==> src/rtl/irq_pkg.sv <==
package irq_pkg;

    localparam int VEC_W = 8;

    localparam logic [7:0] OP_PREFIX   = 8'hED;
    localparam logic [7:0] OP_RET_TAIL = 8'h4D;
    localparam logic [3:0] IEN_WORD    = 4'b0011;

    typedef struct packed {
        logic             pend;
        logic             ie;
        logic             arm;
        logic             isr;
        logic [VEC_W-1:0] vec;
    } slot_state_t;

    typedef struct packed {
        logic       ack;
        logic       fetch;
        logic [7:0] op;
        logic       saw_prefix;
    } bus_state_t;

endpackage

==> src/rtl/irq_bus_decode.sv <==
module irq_bus_decode
    import irq_pkg::*;
(
    input  logic       clk,
    input  logic       rst_n,
    input  logic       cs_n,
    input  logic       iorq_n,
    input  logic       rd_n,
    input  logic       m1_n,
    input  logic       ctrl_sel,
    input  logic [7:0] bus_in,
    output logic       vec_wr,
    output logic       ien_wr,
    output logic       ien_val,
    output logic       m1_low,
    output logic       ack_active,
    output logic       ack_start,
    output logic       ack_end,
    output logic       reti_hit
);

    bus_state_t st_d, st_q;
    logic wr_strobe;
    logic ctl_wr;
    logic fetch_now;

    always_comb begin
        // internal write: selected, I/O cycle, not a read, not an M1 cycle
        wr_strobe  = !cs_n && !iorq_n && rd_n && m1_n;
        ctl_wr     = wr_strobe && ctrl_sel;
        vec_wr     = ctl_wr && !bus_in[0];
        ien_wr     = ctl_wr && (bus_in[3:0] == IEN_WORD);
        ien_val    = bus_in[7];
        m1_low     = !m1_n;
        ack_active = !m1_n && !iorq_n;
        fetch_now  = !m1_n && !rd_n && iorq_n;

        ack_start  = ack_active && !st_q.ack;
        ack_end    = st_q.ack && !ack_active;
        reti_hit   = st_q.fetch && !fetch_now && st_q.saw_prefix
                     && (st_q.op == OP_RET_TAIL);

        st_d       = st_q;
        st_d.ack   = ack_active;
        st_d.fetch = fetch_now;
        if (fetch_now) begin
            st_d.op = bus_in;
        end
        if (st_q.fetch && !fetch_now) begin
            st_d.saw_prefix = (st_q.op == OP_PREFIX);
        end
    end

    always_ff @(posedge clk) begin
        if (!rst_n) begin
            st_q <= '0;
        end else begin
            st_q <= st_d;
        end
    end

endmodule

==> src/rtl/irq_port_slot.sv <==
module irq_port_slot
    import irq_pkg::*;
(
    input  logic             clk,
    input  logic             rst_n,
    input  logic             vec_load,
    input  logic [VEC_W-2:0] vec_hi,
    input  logic             ien_load,
    input  logic             ien_val,
    input  logic             m1_low,
    input  logic             req,
    input  logic             commit,
    input  logic             release_svc,
    output logic [VEC_W-1:0] vec,
    output logic             pend,
    output logic             ie,
    output logic             isr
);

    slot_state_t st_d, st_q;

    always_comb begin
        st_d = st_q;
        if (vec_load) begin
            st_d.vec = {vec_hi, 1'b0};
        end
        if (ien_load) begin
            if (ien_val) begin
                st_d.arm = 1'b1;
            end else begin
                st_d.arm = 1'b0;
                st_d.ie  = 1'b0;
            end
        end else if (st_q.arm && m1_low) begin
            st_d.ie  = 1'b1;
            st_d.arm = 1'b0;
        end
        st_d.pend = (st_q.pend && !commit) || (req && st_q.ie);
        if (commit) begin
            st_d.isr = 1'b1;
        end else if (release_svc) begin
            st_d.isr = 1'b0;
        end
    end

    always_ff @(posedge clk) begin
        if (!rst_n) begin
            st_q <= '0;
        end else begin
            st_q <= st_d;
        end
    end

    assign vec  = st_q.vec;
    assign pend = st_q.pend;
    assign ie   = st_q.ie;
    assign isr  = st_q.isr;

endmodule

==> src/rtl/irq_chain_arbiter.sv <==
module irq_chain_arbiter #(
    parameter int NPORTS = 2
) (
    input  logic              ien_in,
    input  logic              m1_low,
    input  logic [NPORTS-1:0] pend,
    input  logic [NPORTS-1:0] ie,
    input  logic [NPORTS-1:0] isr,
    output logic [NPORTS-1:0] present,
    output logic [NPORTS-1:0] winner,
    output logic              ien_out
);

    always_comb begin
        logic chain;
        logic found;
        logic waiting;
        chain   = ien_in;
        found   = 1'b0;
        waiting = 1'b0;
        for (int i = 0; i < NPORTS; i++) begin
            present[i] = pend[i] && ie[i] && !isr[i] && chain;
            winner[i]  = present[i] && !found;
            found      = found || present[i];
            waiting    = waiting || (pend[i] && ie[i]);
            chain      = chain && !isr[i];
        end
        ien_out = chain && !(m1_low && waiting);
    end

endmodule

==> src/rtl/irq_chain_unit.sv <==
module irq_chain_unit
    import irq_pkg::*;
#(
    parameter int  NPORTS = 2,
    localparam int SEL_W  = (NPORTS > 1) ? $clog2(NPORTS) : 1
) (
    input  logic              clk,
    input  logic              rst_n,
    input  logic              cs_n,
    input  logic              iorq_n,
    input  logic              rd_n,
    input  logic              m1_n,
    input  logic              ctrl_sel,
    input  logic [SEL_W-1:0]  port_sel,
    input  logic [7:0]        bus_in,
    input  logic [NPORTS-1:0] req_in,
    input  logic              ien_in,
    output logic              ien_out,
    output logic              int_n,
    output logic [7:0]        vec_out,
    output logic              vec_oe
);

    logic vec_wr, ien_wr, ien_val, m1_low;
    logic ack_active, ack_start, ack_end, reti_hit;

    logic [NPORTS-1:0] pend_vec, ie_vec, isr_vec;
    logic [NPORTS-1:0] present, winner, sel_vec;
    logic [NPORTS-1:0] commit, release_svc;
    logic [NPORTS-1:0] grant_d, grant_q;
    logic [VEC_W-1:0]  vec_arr [NPORTS];

    irq_bus_decode u_dec (
        .clk        (clk),
        .rst_n      (rst_n),
        .cs_n       (cs_n),
        .iorq_n     (iorq_n),
        .rd_n       (rd_n),
        .m1_n       (m1_n),
        .ctrl_sel   (ctrl_sel),
        .bus_in     (bus_in),
        .vec_wr     (vec_wr),
        .ien_wr     (ien_wr),
        .ien_val    (ien_val),
        .m1_low     (m1_low),
        .ack_active (ack_active),
        .ack_start  (ack_start),
        .ack_end    (ack_end),
        .reti_hit   (reti_hit)
    );

    for (genvar g = 0; g < NPORTS; g++) begin : g_slot
        irq_port_slot u_slot (
            .clk         (clk),
            .rst_n       (rst_n),
            .vec_load    (vec_wr && (port_sel == SEL_W'(g))),
            .vec_hi      (bus_in[VEC_W-1:1]),
            .ien_load    (ien_wr && (port_sel == SEL_W'(g))),
            .ien_val     (ien_val),
            .m1_low      (m1_low),
            .req         (req_in[g]),
            .commit      (commit[g]),
            .release_svc (release_svc[g]),
            .vec         (vec_arr[g]),
            .pend        (pend_vec[g]),
            .ie          (ie_vec[g]),
            .isr         (isr_vec[g])
        );
    end

    irq_chain_arbiter #(.NPORTS(NPORTS)) u_arb (
        .ien_in  (ien_in),
        .m1_low  (m1_low),
        .pend    (pend_vec),
        .ie      (ie_vec),
        .isr     (isr_vec),
        .present (present),
        .winner  (winner),
        .ien_out (ien_out)
    );

    always_comb begin
        logic blocked;
        blocked = 1'b0;
        for (int i = 0; i < NPORTS; i++) begin
            release_svc[i] = reti_hit && ien_in && isr_vec[i] && !blocked;
            blocked        = blocked || isr_vec[i];
            commit[i]      = ack_end && grant_q[i];
        end

        if (ack_start) begin
            grant_d = winner;
        end else if (ack_end) begin
            grant_d = '0;
        end else begin
            grant_d = grant_q;
        end

        sel_vec = ack_start ? winner : grant_q;
        vec_out = '0;
        for (int i = 0; i < NPORTS; i++) begin
            if (ack_active && sel_vec[i]) begin
                vec_out = vec_out | vec_arr[i];
            end
        end
        vec_oe = ack_active && (|sel_vec);
        int_n  = !(|present);
    end

    always_ff @(posedge clk) begin
        if (!rst_n) begin
            grant_q <= '0;
        end else begin
            grant_q <= grant_d;
        end
    end

endmodule

==> config.mk <==
export PLATFORM = sky130hd
export DESIGN_NAME = irq_chain_unit
export DESIGN_NICKNAME = d
export VERILOG_FILES = /design/src/rtl/irq_pkg.sv /design/src/rtl/irq_bus_decode.sv /design/src/rtl/irq_port_slot.sv /design/src/rtl/irq_chain_arbiter.sv /design/src/rtl/irq_chain_unit.sv
export SDC_FILE = /design/constraint.sdc
export NUM_CORES = 1
export LEC_CHECK = 0
export BUFFER_PORTS_ARGS = -buffer_cell sky130_fd_sc_hd__buf_2
export CAP_MARGIN = 20
export CORE_UTILIZATION = 35
export CTS_BUF_LIST = sky130_fd_sc_hd__clkbuf_2 sky130_fd_sc_hd__clkbuf_4 sky130_fd_sc_hd__clkbuf_8
export CTS_CLUSTER_SIZE = 10
export DETAILED_ROUTE_END_ITERATION = 12
export GPL_TIMING_DRIVEN = 0
export SKIP_CTS_REPAIR_TIMING = 1
export SLEW_MARGIN = 5
export SYNTH_ARGS = -nofsm -noshare
export SYNTH_HDL_FRONTEND = slang
export SYNTH_SLANG_ARGS = --single-unit
==> constraint.sdc <==
create_clock -name clk -period 2.98 [get_ports clk]
set_input_delay 0.745 -clock clk [delete_from_list [all_inputs] [get_ports clk]]
set_output_delay 0.745 -clock clk [all_outputs]
set_load 0.05 [all_outputs]
# After elaboration in Yosys (flattened, before gate mapping)
# Cells that the tools add are included.
# Widths: inputs -> output; s select.
dict set report op_classes {
  bitwise_logic 2
  n_reduce_logical 71
  n_eq_ne 5
  muxes 15
}
# op n
set op_table {}
lappend op_table {{$logic_and 1x1->1} 44}
lappend op_table {{$mux 8} 2}
lappend op_table {{$logic_not 1->1} 15}
lappend op_table {{$mux 2} 7}
lappend op_table {{$reduce_bool 2->1} 5}
lappend op_table {{$eq 8x7->1 const B} 1}
lappend op_table {{$eq 8x8->1 const B} 1}
lappend op_table {{$or 8x8->8} 1}
lappend op_table {{$mux 1} 6}
lappend op_table {{$eq 4x2->1 const B} 1}
lappend op_table {{$ne 2x2->1 const B} 2}
lappend op_table {{$reduce_and 2->1} 2}
lappend op_table {{$reduce_or 2->1} 2}
lappend op_table {{$logic_or 1x1->1} 3}
lappend op_table {{$not 1->1} 1}
dict set report word_totals {
  regBits 35
  elab_cells 108
  out_inout_bits 11
}

# Logic depth before layout (Yosys ltp)
dict set report logic_depth {
  depth_word 12
  depth_mapped 7
}

# Cells and area by module
# A second synthesis with hierarchy kept.
dict set report hier_totals {
  hier_cells 210
  hier_area_um2 1869.3
}
# mod n_inst area_each_um2 cells_per_inst
set modules_own_cells {}
lappend modules_own_cells {irq_port_slot 2 495.5 47}
lappend modules_own_cells {irq_bus_decode 1 503.0 60}
lappend modules_own_cells {irq_chain_unit 1 315.3 48}
lappend modules_own_cells {irq_chain_arbiter 1 60.1 8}

# Worst setup path before layout
# No wires, ideal clock.
dict set report synth_timing {
  kind {input to output}
  from {input port m1_n}
  to {output port vec_oe}
  cell_stages 7
  arrival_ps 3046
  slack_ps -811
  path_cell_list {buf_6 -> or2_1 -> inv_2 -> ha_1 -> nor2b_1 -> a32oi_2 -> o21ai_0}
}
dict set report synth_via {
  elab_chain_cells 6
}
# element line_no
set synth_lines {}
lappend synth_lines {{from (decl)} irq_chain_unit.sv:12} ;# input logic m1_n,
lappend synth_lines {{$logic_not 1->1 (*)} irq_bus_decode.sv:35} ;# ack_active = !m1_n && !iorq_n;
lappend synth_lines {{$logic_and 1x1->1 (*)} irq_bus_decode.sv:35}
lappend synth_lines {{net ack_active} irq_chain_unit.sv:25} ;# logic ack_active, ack_start, ack_end, reti_hit;
lappend synth_lines {{$logic_and 1x1->1} irq_bus_decode.sv:38} ;# ack_start = ack_active && !st_q.ack;
lappend synth_lines {{$mux 2} irq_chain_unit.sv:99} ;# sel_vec = ack_start ? winner : grant_q;
lappend synth_lines {{$reduce_or 2->1} irq_chain_unit.sv:106} ;# vec_oe = ack_active && (|sel_vec);
lappend synth_lines {{$logic_and 1x1->1 (*)} irq_chain_unit.sv:106}
lappend synth_lines {{to (decl)} irq_chain_unit.sv:21} ;# output logic vec_oe
# Mark *: on every way through the listed nets, which the timed path passes. The rest lies on a longest branch.

# Final worst setup path
dict set report layout_timing {
  from {input port iorq_n}
  to {output port vec_out[1]}
}
dict set report layout_via {
  elab_chain_cells 8
}
# element line_no
set layout_lines {}
lappend layout_lines {{from (decl)} irq_chain_unit.sv:10} ;# input logic iorq_n,
lappend layout_lines {{$logic_not 1->1 (*)} irq_bus_decode.sv:35}
lappend layout_lines {{$logic_and 1x1->1 (*)} irq_bus_decode.sv:35}
lappend layout_lines {{net ack_active} irq_chain_unit.sv:25}
lappend layout_lines {{$logic_and 1x1->1} irq_bus_decode.sv:38}
lappend layout_lines {{$mux 2} irq_chain_unit.sv:99}
lappend layout_lines {{$logic_and 1x1->1} irq_chain_unit.sv:102} ;# if (ack_active && sel_vec[i]) begin
lappend layout_lines {{$mux 8} irq_chain_unit.sv:102}
lappend layout_lines {{$or 8x8->8} irq_chain_unit.sv:103} ;# vec_out = vec_out | vec_arr[i];
lappend layout_lines {{$mux 8 (*)} irq_chain_unit.sv:102}
lappend layout_lines {{to (decl)} irq_chain_unit.sv:20} ;# output logic [7:0] vec_out,
# Marks and branches as above.

==> reports/results.ini <==
[cts]
cts_tree = yes
clkTransAtPathRegs_ps = 60
cts-root-buf = clkbuf_8
h-tree-depth = 2
cts_made_buffers = 5
clockBufferDepth = 2
clk_latency_ps = 280
cts.sinks = 35

[grt]
antenna_found_initial = 0
grt_usage_pct = 18.2
grt-ovfl-total = 0
grt_max_degree = 11
grt_pass1_vias = 1436
grt_pass1_wl_mm = 7.13

[floorplanning]
fp-row-count = 24
ios = 30
core_area_um2 = 4500
die_x_um = 71.5
start_util_pct = 37.6
die_y_um = 71.5
dieArea_um2 = 5120

[routing]
via_per_inst = 5.41
drc = 0
drt-initial-drc-count = 93
vias = 1602
dr.pass1.iters = 4
routed_wl_mm = 4.44
detail_route.wl_per_cell_um = 15.0
drtAntennaViolNets = 0

[yosys]
netlist_instances = 206
ys_warn_count = 0
netlist_area_um2 = 1690
yosysTopAreaCellShare_pct = 41.4
ys_top_cells_by_area = dfxtp_1 41%, a21oi_1 8.9%, nand2_1 6.9%, o21ai_0 5.3%, nand3_1 4.7%
ys_async_sr_fraction_pct = 0
synth-seq-cells = 35
synth_fp_nets = 227
synth_top_cell_by_area = dfxtp_1
synth_enable_flop_cells = 0
ys_types = 40
syn_avg_cell_area_um2 = 8.21
ys_seq_area_share_pct = 41.4
synth_ff_type = dfxtp_1

[setup_path]
path_cells = buf_2, or2_4, inv_8, ha_4, nor2b_4, a32oi_4, buf_12, o22ai_4, buf_4
crit_path_start_kind = input pin
rrSetupSlack_ps = 1750
cp-end-kind = output port
critical_path_required_ps = 2240
critPathKind = input pin to output port
crit_slowest_cell = or2_4
max_stage_delay_ps = 280
arrival_ps = 2170
crit_fanout = 8
r2r_cells = 3

[power]
vdd_drop_max_uv = 201
swShare_pct = 24.7
power_frac_seq_pct = 53.5
p_clk_share_pct = 36.2
p_int_mw = 0.671
switching_power_mw = 0.220
p_leak_nw = 0.740
power_density_nw_per_um2 = 403
combPwrFrac_pct = 10.3

[sta]
tightest_slew_ps = 567
relSlewSlack_pct = 61.9
slew_viol_final = 0
fin_crit_sh_pct = 97.7
period_minus_slack_ps = 2910
clock_skew_ps = 2.41
finalHoldViolCount = 0
grt_setup_unrepaired = no
finalSetupViolations = 0
fmax_mhz = 343

[placed_design]
place_area_um2 = 1990
hpwl_mm = 3.21
port_buffers = 28
place_congestion = 0.779
placedCellCount = 286

[cells_and_area]
fill_cells = 448
antenna_cells = 0
areaGrowthSynthToFinish_pct = 30.6
stdcell_count = 296
fin_area_um2 = 2210
layout-drive-gt1-share_pct = 26.2
fin_nets = 266

[min_path]
hp-class = flop to flop
whs_path_depth = 2

[run_status]
outcome = finished, final reports clean

[run]
maxCapViolations = 0

==> final cells by class <==
cell class / count / area (µm²) / share of cell area, %
clock buffers: 6 / 76.3 / 3.45
well taps: 52 / 65.1 / 2.94
plain buffers: 9 / 40.0 / 1.81
inverters: 14 / 60.1 / 2.72
repair buffers: 33 / 255 / 11.6
multi-input cells: 147 / 1010 / 45.8
flip-flops and latches: 35 / 701 / 31.7
==> registers in the layout, summed over array words and instances, names as in the netlist <==
name / count
g_slot.u_slot.st_q: 2
g_slot.u_slot.pend: 2
g_slot.u_slot.ie: 2
u_dec.st_q: 11
g_slot.u_slot.isr: 2
g_slot.u_slot.vec: 14
grant_q: 2
==> critical path, delay by kind of cell <==
kind	cells	cell delay, ps
AO/OA/AOI/OAI	2	200
adder cells (fa/ha/maj)	1	160
buffers and inverters	4	600
AND/OR/NAND/NOR	2	460
==> through the flow <==
step	power (mW)	utilization [%]	hold slack [ps]	setup TNS (ps)	setup slack [ps]
finish	0.890	49.1	455	0	67.6
detailed placement	0.572	44.2	450	-3140	-407
global placement	0.571	44.2	439	-3150	-415
floorplan	0.534	-	431	-933	-134
global route	0.934	49.1	472	0	30.9
CTS	0.892	45.9	459	-3180	-413
==> layout by cell type, fill, tap and decap left out, types with 5 or more instances in the layout <==
cell / synthesis / layout
a21oi_1: 30 / 30
buf_2: 2 / 21
buf_4: 1 / 5
buf_6: 1 / 8
clkbuf_1: 6 / 6
clkbuf_8: 0 / 5
dfxtp_1: 35 / 35
inv_1: 13 / 13
nand2_1: 31 / 31
nand3_1: 16 / 16
nor2_1: 6 / 6
o21ai_0: 18 / 17
==> final timing paths <==
path,end,start
max reg2reg,g_slot[0].u_slot.isr$_SDFFE_PN0P_,u_dec.st_q[1]$_SDFFE_PN0P_
max,vec_out[1],iorq_n
min,u_dec.st_q[1]$_SDFFE_PN0P_,u_dec.st_q[1]$_SDFFE_PN0P_
min reg2reg,u_dec.st_q[1]$_SDFFE_PN0P_,u_dec.st_q[1]$_SDFFE_PN0P_
==> power groups by stage <==
stage | clock (mW) | sequential [mW] | combinational (mW)
after floorplan | 0 | 0.485 | 0.0484
after detailed placement | 0 | 0.486 | 0.0857
after CTS | 0.330 | 0.476 | 0.0859
final | 0.323 | 0.476 | 0.0916
after global routing | 0.360 | 0.476 | 0.0980
after global placement | 0 | 0.486 | 0.0847
==> kinds of logic (layout without fill, tap and decap cells) <==
family	Yosys count	count (layout)	share of synthesized area, %
adders and majority gates	2	2	1.48
and+or+nand+nor	81	81	28.4
AOI/OAI and AO/OA	61	61	21.2
other	1	1	0.222
DFF	35	35	41.4
buffers and inverters	24	62	6.14
muxes	2	2	1.18
==> routing by layer <==
layer,vias up,global-route usage [%],wire length (µm)
li1,813,-,-
met1,748,25.1,2190
met2,33,27.8,2050
met3,8,4.64,136
met4,0,6.10,67
met5,-,0,0
==> synthesized netlist by cell type (2+ instances only) <==
| library cell | count |
|---|---|
| a21oi_1 | 30 |
| a22oi_1 | 2 |
| and4b_1 | 2 |
| buf_2 | 2 |
| clkbuf_1 | 6 |
| dfxtp_1 | 35 |
| ha_1 | 2 |
| inv_1 | 13 |
| mux2i_1 | 2 |
| nand2_1 | 31 |
| nand3_1 | 16 |
| nand4bb_1 | 2 |
| nor2_1 | 6 |
| nor2b_1 | 3 |
| nor4_1 | 2 |
| nor4b_1 | 2 |
| nor4bb_1 | 3 |
| o21ai_0 | 18 |
| o22ai_1 | 8 |
No activity file was read; power rests on OpenSTA's default activity.
